<file path="config.mk">
export PLATFORM = sky130hd
export DESIGN_NAME = mbox_cmd_proc
export DESIGN_NICKNAME = d
export VERILOG_FILES = /design/src/rtl/mbox_cmd_pkg.sv /design/src/rtl/mbox_cmd_decode.sv /design/src/rtl/mbox_us_prescaler.sv /design/src/rtl/mbox_us_countdown.sv /design/src/rtl/mbox_cmd_proc.sv
export SDC_FILE = /design/constraint.sdc
export NUM_CORES = 1
export LEC_CHECK = 0
export BUFFER_PORTS_ARGS = -buffer_cell sky130_fd_sc_hd__buf_2
export CAP_MARGIN = 0
export CORE_AREA = 2 2 124 126
export CTS_CLUSTER_DIAMETER = 200
export DETAILED_ROUTE_END_ITERATION = 8
export DIE_AREA = 0 0 126 128
export PLACE_DENSITY = 0.55
export SLEW_MARGIN = 20
export SYNTH_ARGS = -nofsm -noshare
export SYNTH_HDL_FRONTEND = slang
export SYNTH_SLANG_ARGS = --single-unit
</file>
<file path="constraint.sdc">
create_clock -name clk -period 4.4 [get_ports clk]
set_input_delay 0.66 -clock clk [delete_from_list [all_inputs] [get_ports clk]]
set_output_delay 0.66 -clock clk [all_outputs]
set_load 0.05 [all_outputs]
</file>
<file path="src/rtl/mbox_cmd_pkg.sv">
package mbox_cmd_pkg;

    localparam int WORD_W = 64;

    // command code that drives the microsecond timer
    localparam logic [15:0] CMD_TIMER_CTRL = 16'hD401;
    localparam logic [7:0]  CLASS_LO       = 8'hD1;
    localparam logic [7:0]  CLASS_HI       = 8'hD7;

    // flag bit positions inside the 16-bit flag field
    localparam int FLG_START = 0;
    localparam int FLG_STOP  = 1;
    localparam int FLG_RESP  = 8;
    localparam int FLG_ACK   = 9;

    // doorbell bit positions (LSB-indexed); the doorbell counts from the MSB
    localparam int DB_MSG_READ_IDX = WORD_W - 1 - 1;
    localparam int DB_TMR_EXP_IDX  = WORD_W - 1 - 14;

    typedef struct packed {
        logic [15:0] code;
        logic [15:0] seq;
        logic [15:0] flags;
        logic        class_ok;
        logic        is_timer;
        logic        want_ack;
        logic        want_resp;
        logic        tmr_start;
        logic        tmr_stop;
    } msg_fields_t;

endpackage

</file>
<file path="src/rtl/mbox_cmd_decode.sv">
module mbox_cmd_decode
    import mbox_cmd_pkg::*;
(
    input  logic [WORD_W-1:0] word0,
    output msg_fields_t       fields
);

    always_comb begin
        fields           = '0;
        fields.code      = word0[15:0];
        fields.seq       = word0[31:16];
        fields.flags     = word0[47:32];
        fields.class_ok  = (word0[15:8] >= CLASS_LO) && (word0[15:8] <= CLASS_HI);
        fields.is_timer  = (word0[15:0] == CMD_TIMER_CTRL);
        fields.want_ack  = fields.flags[FLG_ACK];
        fields.want_resp = fields.flags[FLG_RESP];
        fields.tmr_start = fields.flags[FLG_START];
        fields.tmr_stop  = fields.flags[FLG_STOP];
    end

endmodule

</file>
<file path="src/rtl/mbox_us_prescaler.sv">
module mbox_us_prescaler #(
    parameter int CYC_PER_US = 100
) (
    input  logic clk,
    input  logic rst_n,
    input  logic restart,
    output logic tick
);

    localparam int PS_W = (CYC_PER_US > 1) ? $clog2(CYC_PER_US) : 1;
    localparam logic [PS_W-1:0] LAST = PS_W'(CYC_PER_US - 1);

    logic [PS_W-1:0] cnt_d, cnt_q;

    always_comb begin
        tick  = (cnt_q == LAST);
        cnt_d = cnt_q;
        if (restart || tick) begin
            cnt_d = '0;
        end else begin
            cnt_d = cnt_q + 1'b1;
        end
    end

    always_ff @(posedge clk or negedge rst_n) begin
        if (!rst_n) begin
            cnt_q <= '0;
        end else begin
            cnt_q <= cnt_d;
        end
    end

    generate
        if (CYC_PER_US > 1) begin : g_wrap_chk
            // one tick per microsecond, never two in a row
            assert_tick_spacing_R4: assert property (@(posedge clk) disable iff (!rst_n)
                tick |=> !tick);
        end
    endgenerate

    // a restart realigns the microsecond phase
    assert_restart_phase_R8: assert property (@(posedge clk) disable iff (!rst_n)
        restart |=> (cnt_q == '0));

endmodule

</file>
<file path="src/rtl/mbox_us_countdown.sv">
module mbox_us_countdown #(
    parameter int CNT_W = 32
) (
    input  logic             clk,
    input  logic             rst_n,
    input  logic             tick,
    input  logic             load,
    input  logic [CNT_W-1:0] dur,
    input  logic             stop,
    output logic             expire,
    output logic             running
);

    typedef struct packed {
        logic             run;
        logic [CNT_W-1:0] count;
    } tmr_state_t;

    tmr_state_t st_d, st_q;

    always_comb begin
        st_d   = st_q;
        expire = 1'b0;
        if (load || stop) begin
            if (load) begin
                st_d.run   = 1'b1;
                st_d.count = dur;
            end
            if (stop) begin
                st_d.run = 1'b0;
            end
        end else if (st_q.run && tick) begin
            if (st_q.count == '0) begin
                expire   = 1'b1;
                st_d.run = 1'b0;
            end else begin
                st_d.count = st_q.count - 1'b1;
            end
        end
    end

    assign running = st_q.run;

    always_ff @(posedge clk or negedge rst_n) begin
        if (!rst_n) begin
            st_q <= '0;
        end else begin
            st_q <= st_d;
        end
    end

    // a start loads the duration and arms the timer
    assert_load_arms_R4: assert property (@(posedge clk) disable iff (!rst_n)
        (load && !stop) |=> (running && st_q.count == $past(dur)));

    // a stop leaves the timer idle, even with a start on the same edge
    assert_stop_idles_R7: assert property (@(posedge clk) disable iff (!rst_n)
        stop |=> !running);

    // after an expiry the timer is idle
    assert_one_shot_R9: assert property (@(posedge clk) disable iff (!rst_n)
        expire |=> !running);

    // the count steps down once per tick
    assert_count_step_R4: assert property (@(posedge clk) disable iff (!rst_n)
        (running && tick && !load && !stop && st_q.count != '0)
        |=> (running && st_q.count == $past(st_q.count) - 1'b1));

endmodule

</file>
<file path="src/rtl/mbox_cmd_proc.sv">
module mbox_cmd_proc
    import mbox_cmd_pkg::*;
#(
    parameter int CYC_PER_US = 100,
    parameter int CNT_W      = 32
) (
    input  logic              clk,
    input  logic              rst_n,
    input  logic              msg_valid,
    input  logic [WORD_W-1:0] msg_word0,
    input  logic [WORD_W-1:0] msg_word1,
    input  logic [WORD_W-1:0] msg_word2,
    input  logic [WORD_W-1:0] msg_word3,
    output logic              db_set_valid,
    output logic [WORD_W-1:0] db_set_mask
);

    typedef struct packed {
        logic              valid;
        logic [WORD_W-1:0] mask;
    } out_state_t;

    msg_fields_t fields;
    logic        tmr_load;
    logic        tmr_stop;
    logic        us_tick;
    logic        tmr_expire;
    logic        tmr_running;
    out_state_t  out_d, out_q;

    mbox_cmd_decode u_decode (
        .word0  (msg_word0),
        .fields (fields)
    );

    assign tmr_load = msg_valid && fields.is_timer && fields.tmr_start;
    assign tmr_stop = msg_valid && fields.is_timer && fields.tmr_stop;

    mbox_us_prescaler #(.CYC_PER_US(CYC_PER_US)) u_prescale (
        .clk     (clk),
        .rst_n   (rst_n),
        .restart (tmr_load),
        .tick    (us_tick)
    );

    mbox_us_countdown #(.CNT_W(CNT_W)) u_countdown (
        .clk     (clk),
        .rst_n   (rst_n),
        .tick    (us_tick),
        .load    (tmr_load),
        .dur     (msg_word1[CNT_W-1:0]),
        .stop    (tmr_stop),
        .expire  (tmr_expire),
        .running (tmr_running)
    );

    always_comb begin
        out_d      = '0;
        if (msg_valid && fields.want_ack) begin
            out_d.mask[DB_MSG_READ_IDX] = 1'b1;
        end
        if (tmr_expire) begin
            out_d.mask[DB_TMR_EXP_IDX] = 1'b1;
        end
        out_d.valid = |out_d.mask;
    end

    always_ff @(posedge clk or negedge rst_n) begin
        if (!rst_n) begin
            out_q <= '0;
        end else begin
            out_q <= out_d;
        end
    end

    assign db_set_valid = out_q.valid;
    assign db_set_mask  = out_q.mask;

    logic unused_bits;
    assign unused_bits = ^{fields, tmr_running, msg_word0[63:48],
                           msg_word1[WORD_W-1:CNT_W], msg_word2, msg_word3};

    // an acknowledge request sets the message-read bit one cycle later
    assert_ack_bit_R2: assert property (@(posedge clk) disable iff (!rst_n)
        (msg_valid && msg_word0[32 + FLG_ACK]) |=> (db_set_valid && db_set_mask[DB_MSG_READ_IDX]));

    // no request without a trigger or an expiry
    assert_no_spurious_R3: assert property (@(posedge clk) disable iff (!rst_n)
        db_set_valid |-> ($past(msg_valid) || $past(tmr_expire)));

    // the expiry bit follows an expiry
    assert_expiry_bit_R4: assert property (@(posedge clk) disable iff (!rst_n)
        tmr_expire |=> (db_set_valid && db_set_mask[DB_TMR_EXP_IDX]));

    // only the timer command arms the countdown
    assert_timer_only_R10: assert property (@(posedge clk) disable iff (!rst_n)
        (!tmr_running && !(msg_valid && msg_word0[15:0] == CMD_TIMER_CTRL)) |=> !tmr_running);

endmodule

</file>
==> flow_summary.json, run 1 <==
{
  "yosys.cell_count.top_type": "sky130_fd_sc_hd__buf_4",
  "post_synth.cell_area_avg_um2": 8.251,
  "rsz0062_at_grt": "false",
  "wl_per_cell_um": 12.33,
  "status": "complete, no violations",
  "leakage_power_nw": 1.511,
  "timing.fmax_ghz": 0.3367,
  "yosys_warnings": 0,
  "yosys.area.top_type_share_pct": 35.06,
  "worst-r2r-setup-slack_ns": 1.43,
  "area_growth_syn_to_layout_pct": 12.43,
  "cts_tree": "built",
  "setup-tns-final_ns": 0,
  "rr_worst_depth": 7,
  "timing_worst_setup_path_type": "reg2reg",
  "placement.setup.worst_slack_ns": 1.360,
  "hpwlAfterDp_um": 5597,
  "drt_first_iter_violations": 167,
  "die_x_um": 126,
  "worstReg2RegStart": "u_countdown.st_q[0]",
  "floorplan.initialDensity_pct": 20.65,
  "worst-path-max-fanout": 8,
  "cp.arrival_ns": 3.11,
  "detail_route.drc_violations": 0,
  "die_area_um2": 16130,
  "placed_cell_area_um2": 3311,
  "synth_seq_area_share_pct": 35.06,
  "timing.critical_path.required_ns": 4.54,
  "timing.critical_path.from": "u_countdown.st_q[0]",
  "cts_setup_buffers": 0,
  "critical_path.reg2reg.endpoint": "u_countdown.st_q[30]",
  "worst_setup_path_start_kind": "flop",
  "mappedNetlistArea_um2": 3069,
  "cell_taking_the_most_area_after_synthesis": "sky130_fd_sc_hd__dfrtp_1",
  "yosys_most_used_dff": "sky130_fd_sc_hd__dfrtp_1",
  "fin_worst_skew_ns": 0.007452,
  "finalCriticalPeriod_ns": 2.970,
  "die_y_um": 128,
  "fp-row-count": 45,
  "max-vdd-ir-drop_v": 0.0001334,
  "cts-buffers-inserted": 5,
  "ctsRootBufferMaster": "sky130_fd_sc_hd__clkbuf_16",
  "min-delay-path-class": "in2async",
  "part_of_the_cycle_the_worst_path_needs_pct": 67.49,
  "post_synth_num_cell_types": 50,
  "timing.max_cap.violations": 0,
  "power.total_w": 0.0009461,
  "grt.overflow.total": 0,
  "detail_route.vias_per_cell": 4.392,
  "grt_max_degree": 47,
  "asyncSetResetFlopFracSynth_pct": 100.0,
  "postSynthRegisterBits": 43,
  "worst_setup_path_end_kind": "flop",
  "antenna_violations_before_repair": 0,
  "stdcell_area_um2": 3451,
  "route.antenna.remaining_nets": 0,
  "grt_pass1_vias": 2485,
  "synth_edf_count": 0,
  "biggest_area_contributors_in_the_synthesized_netlist": "sky130_fd_sc_hd__dfrtp_1, sky130_fd_sc_hd__buf_4, sky130_fd_sc_hd__a21oi_1, sky130_fd_sc_hd__nor2_1, sky130_fd_sc_hd__nand2_1",
  "via_count": 2679,
  "core_um2": 14860,
  "cts_num_sinks": 43,
  "finalWirelength_um": 7519,
  "final.setup.worst_slack_ns": 1.430,
  "syn_inst": 372,
  "power_density_nw_per_um2": 274.2,
  "synth_common_cells": "sky130_fd_sc_hd__buf_4, sky130_fd_sc_hd__a21oi_1, sky130_fd_sc_hd__dfrtp_1, sky130_fd_sc_hd__nor2_1, sky130_fd_sc_hd__nand2_1",
  "num_io_pins": 324,
  "drtPass1Iterations": 6,
  "worst-slew-pin-transition_ns": 1.005,
  "clkSlewWorstSetupHoldPaths_ns": 0.06,
  "hold_violations": 0,
  "slew-limit-headroom_pct": 32.50,
  "finish.net_count": 682,
  "groute.usage.overall_pct": 9.015,
  "diodes": 0,
  "cts-resized-gates": 0,
  "cts_hold_repair.buffers": 0,
  "io_buffer_count": 56,
  "max-clock-path-buffers": 2,
  "utilization_pct": 23.22,
  "layout-drive-gt1-share_pct": 20.14,
  "finalWeightedCongestion": 0.8012,
  "clock_insertion_delay_worst_skew_ns": 0.28,
  "final-setup-viol-count": 0,
  "h_tree_level_count": 2,
  "global_route_wire_length_before_repair_um": 11980,
  "drv_slew": 0
}
## how the worst max path moves through the flow
| stage | to | slack (ns) |
|---|---|---|
| global placement | u_countdown.st_q[17] | 1.37 |
| finish | u_countdown.st_q[30] | 1.43 |
| CTS | u_countdown.st_q[30] | 1.42 |
| global route | u_countdown.st_q[8] | 1.24 |
| floorplan | u_countdown.st_q[30] | 1.70 |
| detailed placement | u_countdown.st_q[8] | 1.36 |
## area by class of cell
| type | instances | area, um^2 |
|---|---|---|
| clock buffers | 7 | 132.6 |
| clock inverters | 1 | 5.005 |
| fillers | 1634 | 11410 |
| inverters | 4 | 15.01 |
| multi-input cells | 308 | 1682 |
| flip-flops and latches | 43 | 1076 |
| well taps | 188 | 235.2 |
| repair buffers | 59 | 305.3 |
## layout by cell type, fill, tap and decap left out, types with 4 or more instances in the layout
cell                         n
sky130_fd_sc_hd__o21ai_0    15
sky130_fd_sc_hd__o22ai_1     7
sky130_fd_sc_hd__buf_4       4
sky130_fd_sc_hd__o22a_1      5
sky130_fd_sc_hd__dfrtp_1    43
sky130_fd_sc_hd__buf_2      55
sky130_fd_sc_hd__or4_1       6
sky130_fd_sc_hd__nand2b_1    4
sky130_fd_sc_hd__or3_1       7
sky130_fd_sc_hd__nor2_1     39
sky130_fd_sc_hd__nand3_1    10
sky130_fd_sc_hd__conb_1     62
sky130_fd_sc_hd__a31o_2      6
sky130_fd_sc_hd__nor3_1      9
sky130_fd_sc_hd__clkbuf_16   5
sky130_fd_sc_hd__and3_1      5
sky130_fd_sc_hd__inv_1       4
sky130_fd_sc_hd__nor4_1      5
sky130_fd_sc_hd__a21oi_1    49
sky130_fd_sc_hd__nand2_1    25
sky130_fd_sc_hd__nand4_1     4
## flip-flops by register name, indices dropped and copies added (netlist names)
signal / cells
db_set_mask: 2
db_set_valid: 1
u_countdown.running: 1
u_countdown.st_q: 32
u_prescale.cnt_q: 7
## metal layers
layer  global-route usage, %  up-vias  share of wire, %
met5                       0        -                 0
met4                   2.521        0               1.2
met3                   1.586        7               4.6
met2                   15.34       85                49
met1                   11.79     1264                45
li1                        -     1323                 -
## worst max-delay path, stage by stage (launching register included)
cell,delay [ns]
sky130_fd_sc_hd__dfrtp_1,0.37
sky130_fd_sc_hd__inv_1,0.10
sky130_fd_sc_hd__ha_1,0.21
sky130_fd_sc_hd__or4b_4,0.53
sky130_fd_sc_hd__or4_1,0.69
sky130_fd_sc_hd__or4_4,0.62
sky130_fd_sc_hd__o32ai_2,0.21
sky130_fd_sc_hd__a21oi_1,0.10
## where the power goes
part | internal [W] | switching, W | total [W]
clock | 0.000210 | 0.000146 | 0.000356
sequential | 0.000405 | 0.00000966 | 0.000415
combinational | 0.0000290 | 0.000146 | 0.000175
total | 0.000644 | 0.000302 | 0.000946
## through the flow
| step | std cells | hold WS [ns] |
|---|---|---|
| 2_1_floorplan | 433 | 0.3644 |
| 3_3_place_gp | 602 | 0.4432 |
| 3_5_place_dp | 602 | 0.4535 |
| 4_1_cts | 610 | 0.4605 |
| 5_1_grt | 610 | 0.4152 |
| 6_report | 610 | 0.3749 |
## cells by family (layout without fill, tap and decap cells)
logic type	count (synthesis)	in the layout	share of synthesized area, %
other	1	62	0.1222
and+or+nand+nor	135	135	23.56
AOI/OAI and AO/OA	104	104	21.24
adders and majority gates	2	2	0.8152
DFF	43	43	35.06
xor gates and xnor gates	5	5	1.427
buffers and inverters	82	71	17.77
Power figures use the tool's default switching activity.
==> run 2: changes to the inputs <==
Settings changed: CORE_AREA 2 2 124 126 to 2 2 128 130, DIE_AREA 0 0 126 128 to 0 0 130 132, PLACE_DENSITY 0.55 to 0.54.
Clock period 4.4 ns to 2.4 ns, I/O delays scaled along.
==> run 2 against run 1 <==
Effect of this change: the flow now finishes with violations (negative setup slack); wire length increased by 20%; core utilization increased by 3.4 points; register-to-register slack got worse by 1.6 ns; die area increased by 6.4%; fmax increased by 18%; power increased by 88%; non-clock buffer count increased by 49; global-route usage increased by 0.67 points; via count increased by 9.6%.
==> flow_summary.json, run 2 (synthesized netlist as in run 1, its figures left out) <==
{
  "fin_worst_skew_ns": 0.008240,
  "die_area_um2": 17160,
  "floorplan.initialDensity_pct": 19.53,
  "part_of_the_cycle_the_worst_path_needs_pct": 105.1,
  "cp.arrival_ns": 2.69,
  "timing_worst_setup_path_type": "reg2reg",
  "setup-tns-final_ns": -0.3463,
  "timing.critical_path.from": "u_countdown.st_q[0]",
  "fin_worst_hold_slack_ns": 0.1575,
  "drtPass1Iterations": 4,
  "grt.overflow.total": 0,
  "worst_path_largest_cell_delay_ns": 0.58,
  "ctsRootBufferMaster": "sky130_fd_sc_hd__clkbuf_16",
  "maxUsedRoutingLayer": "met4",
  "h_tree_level_count": 2,
  "multiInputGateArea_um2": 1892,
  "die_y_um": 132,
  "area_growth_syn_to_layout_pct": 36.40,
  "worst-path-max-fanout": 4,
  "groute.usage.overall_pct": 9.683,
  "seq_power_share_pct": 43.0,
  "p_sw_w": 0.0005919,
  "final.setup.worst_slack_ns": -0.1217,
  "drt_first_iter_violations": 113,
  "drv_slew": 0,
  "finalWeightedCongestion": 0.7938,
  "utilization_pct": 26.64,
  "finish.net_count": 731,
  "finalCriticalPeriod_ns": 2.522,
  "violations_in_the_final_reports": "negative setup slack",
  "layout.cells.most_common": "sky130_fd_sc_hd__conb_1",
  "final-setup-viol-count": 7,
  "critPathMostFrequentCell": "sky130_fd_sc_hd__or4_4",
  "timing.fmax_ghz": 0.3966,
  "fillerInstances": 1719,
  "largest_register_ff_count": 32,
  "critical_path.slowest_cell": "sky130_fd_sc_hd__or4_4",
  "placed_cell_area_um2": 3696,
  "clkSlewWorstSetupHoldPaths_ns": 0.07,
  "rsz0062_at_grt": "true",
  "hpwlAfterDp_um": 6192,
  "detail_route.vias_per_cell": 4.269,
  "leakage_power_nw": 1.799,
  "worst-slew-pin-transition_ns": 0.5847,
  "global_route_wire_length_before_repair_um": 13480,
  "layout-drive-gt1-share_pct": 36.52,
  "grt_max_degree": 82,
  "clock_insertion_delay_worst_skew_ns": 0.29,
  "seq_area_um2": 1076,
  "regMostFlops": "u_countdown.st_q",
  "via_count": 2937,
  "core_um2": 15710,
  "critical_path.cell_chain": "inv_2 > ha_4 > or4b_4 > or4_4 > or4_4 > o32ai_2 > a21oi_1",
  "met3_wire_len_um": 401,
  "worstReg2RegStart": "u_countdown.st_q[0]",
  "timing.max_cap.violations": 0,
  "max-vdd-ir-drop_v": 0.0002498,
  "fp-row-count": 46,
  "comb_power_share_pct": 18.6,
  "max-clock-path-buffers": 2,
  "dr_wl_met2_um": 4504,
  "power_density_nw_per_um2": 424.7,
  "status": "complete, but fails checks",
  "m1WireLength_um": 4013,
  "path_buf_inv": 1,
  "min-delay-path-class": "in2async",
  "timing.critical_path.required_ns": 2.57,
  "cts_num_sinks": 43,
  "internal-power_w": 0.001186,
  "clockPowerShare_pct": 38.4,
  "stdcell_area_um2": 4187,
  "num_io_pins": 324,
  "critPathTopFamily": "simple AND/OR/NAND/NOR gates",
  "die_x_um": 130,
  "worst_setup_path_end_kind": "flop",
  "worst_setup_path_start_kind": "flop",
  "io_buffer_count": 56,
  "p_sw_share_pct": 33.29,
  "route.antenna.remaining_nets": 0,
  "cts_tree": "built",
  "wl_per_cell_um": 13.16,
  "cts-buffers-inserted": 5,
  "detail_route.drc_violations": 0,
  "grt_pass1_vias": 2802,
  "hold_violations": 0,
  "power.total_w": 0.001778,
  "antenna_violations_before_repair": 1,
  "final_cell_mix": "sky130_fd_sc_hd__conb_1, sky130_fd_sc_hd__buf_2, sky130_fd_sc_hd__dfrtp_1",
  "slew-limit-headroom_pct": 61.02,
  "finalWirelength_um": 9057
}
run 2: changes by cell type in the layout (fill, tap and decap cells not counted), sizes merged:
cell	change
diode	+1
clkbuf	+3
buf	+44
clkinvlp	+2
run 2: worst reg2reg max path, stage by stage (launching register included):
cell and delay [ns]:
sky130_fd_sc_hd__dfrtp_1 0.40, sky130_fd_sc_hd__inv_2 0.09, sky130_fd_sc_hd__ha_4 0.13, sky130_fd_sc_hd__or4b_4 0.46, sky130_fd_sc_hd__or4_4 0.45, sky130_fd_sc_hd__or4_4 0.58, sky130_fd_sc_hd__o32ai_2 0.21, sky130_fd_sc_hd__a21oi_1 0.09
run 2: metal layers:
metal / vias to the layer above / GRT usage (%)
met5: - / 0
met4: 0 / 2.270
met3: 8 / 2.110
met2: 85 / 16.52
met1: 1420 / 12.39
li1: 1424 / -
run 2: repair_timing:
item,in CTS,in global routing
hold buffers,0,0
pin swaps,2,6
gates resized for setup,10,37
setup endpoints to repair,13,33
gates cloned,0,5
setup buffers,3,2
run 2: final timing paths:
path                            slack (ns)  cells past startpoint                    to
worst max register to register       -0.12                      7  u_countdown.st_q[30]
worst min register to register        0.46                      1   u_prescale.cnt_q[0]
min in group clk                      0.37                      3   u_countdown.st_q[1]
worst min-delay path                  0.16                      2   u_countdown.st_q[9]
worst max-delay path                 -0.12                      7  u_countdown.st_q[30]
max in group asynchronous             1.84                      2  u_countdown.st_q[29]
run 2: power groups by stage:
stage | sequential, W | clock, W | combinational (W)
floorplan | 0.000777 | 0 | 0.000323
global placement | 0.000774 | 0 | 0.000323
detailed placement | 0.000774 | 0 | 0.000325
CTS | 0.000761 | 0.000701 | 0.000326
global route | 0.000767 | 0.000728 | 0.000353
finish | 0.000764 | 0.000683 | 0.000331
run 2: area by class of cell:
cell class,instances,area share (%)
Multi-Input combinational cell,308,45.19
Sequential cell,43,25.70
Timing Repair Buffer,108,18.77
Tap cell,216,6.455
Clock buffer,5,2.989
Clock inverter,3,0.4782
Inverter,4,0.3586
Antenna cell,1,0.05977
run 2: stage by stage:
stage               setup WS [ns]  cells
finish                    -0.1217    688
floorplan                 -0.1994    433
CTS                       -0.1438    680
global placement          -0.1741    669
detailed placement        -0.1885    669
global route              -0.1854    688
==> run 3: changes to the inputs <==
Settings changed: PLACE_DENSITY 0.54 to default, PLACE_DENSITY_LB_ADDON from default to 0.12.
==> run 3 against run 2 <==
Effect of this change: final cell count shrank 0.15%; sequential share of layout area grew 0.60 points; the flow still finishes with violations (negative setup slack); fmax up 0.43%; largest power group is now the clock network.
==> flow_summary.json, run 3 (synthesized netlist as in run 1, its figures left out) <==
{
  "fillerInstances": 1727,
  "wl_per_cell_um": 13.11,
  "internal-power_w": 0.001399,
  "cp.arrival_ns": 2.69,
  "global_route_wire_length_before_repair_um": 14630,
  "floorplan.initialDensity_pct": 19.53,
  "diodes": 0,
  "detail_route.drc_violations": 0,
  "worst_path_largest_cell_delay_ns": 0.58,
  "fp-row-count": 46,
  "placement.setup.worst_slack_ns": -0.2047,
  "die_y_um": 132,
  "area_growth_syn_to_layout_pct": 33.31,
  "p_sw_w": 0.0006050,
  "finalWirelength_um": 9008,
  "critical_path.slowest_cell": "sky130_fd_sc_hd__or4_4",
  "finalWeightedCongestion": 0.7626,
  "critPathMostFrequentCell": "sky130_fd_sc_hd__or4_4",
  "finish.net_count": 731,
  "clkSlewWorstSetupHoldPaths_ns": 0.07,
  "final_cell_mix": "sky130_fd_sc_hd__conb_1, sky130_fd_sc_hd__buf_2, sky130_fd_sc_hd__a21oi_1",
  "slew-limit-headroom_pct": 58.28,
  "drv_slew": 0,
  "comb_power_share_pct": 16.5,
  "timing.max_cap.violations": 0,
  "hold_violations": 0,
  "clock_insertion_delay_worst_skew_ns": 0.29,
  "leakage_power_nw": 1.805,
  "io_buffer_count": 56,
  "fin_worst_skew_ns": 0.009485,
  "final-setup-viol-count": 5,
  "p_sw_share_pct": 30.19,
  "violations_in_the_final_reports": "negative setup slack",
  "num_io_pins": 324,
  "utilization_pct": 26.04,
  "max-vdd-ir-drop_v": 0.0002172,
  "hpwlAfterDp_um": 6585,
  "worst_setup_path_start_kind": "flop",
  "grt_max_degree": 48,
  "largest_register_ff_count": 32,
  "core_um2": 15710,
  "grt_util_met2_pct": 17.36,
  "part_of_the_cycle_the_worst_path_needs_pct": 104.6,
  "critPathTopFamily": "simple AND/OR/NAND/NOR gates",
  "critical_path.cell_chain": "inv_2 > ha_4 > or4b_4 > or4_4 > or4_4 > o32ai_2 > a21oi_1",
  "h_tree_level_count": 2,
  "ctsRootBufferMaster": "sky130_fd_sc_hd__clkbuf_16",
  "global_route.usage.met1_pct": 14.14,
  "groute.usage.overall_pct": 10.61,
  "die_x_um": 130,
  "final.setup.worst_slack_ns": -0.1109,
  "detail_route.vias_per_cell": 4.127,
  "cts_hold_repair.buffers": 0,
  "cts-buffers-inserted": 5,
  "timing_worst_setup_path_type": "reg2reg",
  "cts_tree": "built",
  "finalCriticalPeriod_ns": 2.511,
  "power_density_nw_per_um2": 489.8,
  "grt_busiest_layer": "met2",
  "via_count": 2835,
  "regMostFlops": "u_countdown.st_q",
  "path_buf_inv": 1,
  "clockPowerShare_pct": 45.5,
  "cts_num_sinks": 43,
  "route.antenna.remaining_nets": 0,
  "die_area_um2": 17160,
  "max-clock-path-buffers": 2,
  "layout-drive-gt1-share_pct": 34.61,
  "grt.overflow.total": 0,
  "timing.fmax_ghz": 0.3983,
  "drt_first_iter_violations": 116,
  "worst_setup_path_end_kind": "flop",
  "worst-path-max-fanout": 4,
  "layout.cells.most_common": "sky130_fd_sc_hd__conb_1",
  "status": "complete, but fails checks",
  "met3_usage_pct": 2.029,
  "timing.critical_path.required_ns": 2.58,
  "setup-tns-final_ns": -0.2334,
  "rsz0062_at_grt": "true",
  "min-delay-path-class": "in2async",
  "worst-slew-pin-transition_ns": 0.6259,
  "antenna_violations_before_repair": 0,
  "grt_pass1_vias": 2854,
  "drtPass1Iterations": 4,
  "seq_power_share_pct": 38.0
}
[run 3: per-layer routing]
| layer | vias to the layer above | share of wire, % |
|---|---|---|
| met5 | - | 0 |
| met1 | 1346 | 47 |
| li1 | 1422 | - |
| met4 | 0 | 1.5 |
| met2 | 58 | 48 |
| met3 | 9 | 3.1 |
[run 3: stage by stage]
step | area, um^2 | hold WS [ns] | cells | power, W
floorplan | 3327 | 0.06441 | 433 | 0.001100
global placement | 3719 | 0.4442 | 672 | 0.001101
detailed placement | 3719 | 0.4583 | 672 | 0.001101
CTS | 3994 | 0.1937 | 684 | 0.002033
global route | 4091 | 0.2258 | 687 | 0.002093
finish | 4091 | 0.1696 | 687 | 0.002004
[run 3: final cells by class]
| type | instances | area [um^2] | area share (%) |
|---|---|---|---|
| Multi-Input combinational cell | 308 | 1821 | 44.50 |
| Inverter | 4 | 15.01 | 0.3670 |
| Clock buffer | 5 | 125.1 | 3.058 |
| Timing Repair Buffer | 108 | 716.9 | 17.52 |
| Tap cell | 216 | 270.3 | 6.606 |
| Clock inverter | 3 | 67.56 | 1.651 |
| Sequential cell | 43 | 1076 | 26.30 |
[run 3: repair_timing]
action / in CTS / in global routing
pin swaps: 6 / 10
gates resized for setup: 14 / 18
endpoints found under the setup margin: 21 / 29
cloned: 0 / 1
endpoints found under the hold margin: 0 / 0
setup buffers: 4 / 2
[run 3: power by group through the flow]
stage	Sequential (W)	Combinational, W	Clock (W)
after floorplan	0.000777	0.000323	0
after global placement	0.000775	0.000326	0
after detailed placement	0.000775	0.000326	0
after CTS	0.000761	0.000328	0.000944
after global routing	0.000765	0.000354	0.000974
final	0.000762	0.000330	0.000911
[run 3: path summary, 6_finish.rpt]
check | start | end | slack (ns) | cells after the start
hold / removal | rst_n | u_countdown.st_q[12] | 0.17 | 2
setup reg to reg | u_countdown.st_q[0] | u_countdown.st_q[30] | -0.11 | 7
max in group asynchronous | rst_n | u_countdown.st_q[18] | 1.81 | 2
setup / recovery | u_countdown.st_q[0] | u_countdown.st_q[30] | -0.11 | 7
min in group clk | msg_word0[41] | db_set_mask[62] | 0.30 | 2
hold reg to reg | u_prescale.cnt_q[0] | u_prescale.cnt_q[0] | 0.47 | 1
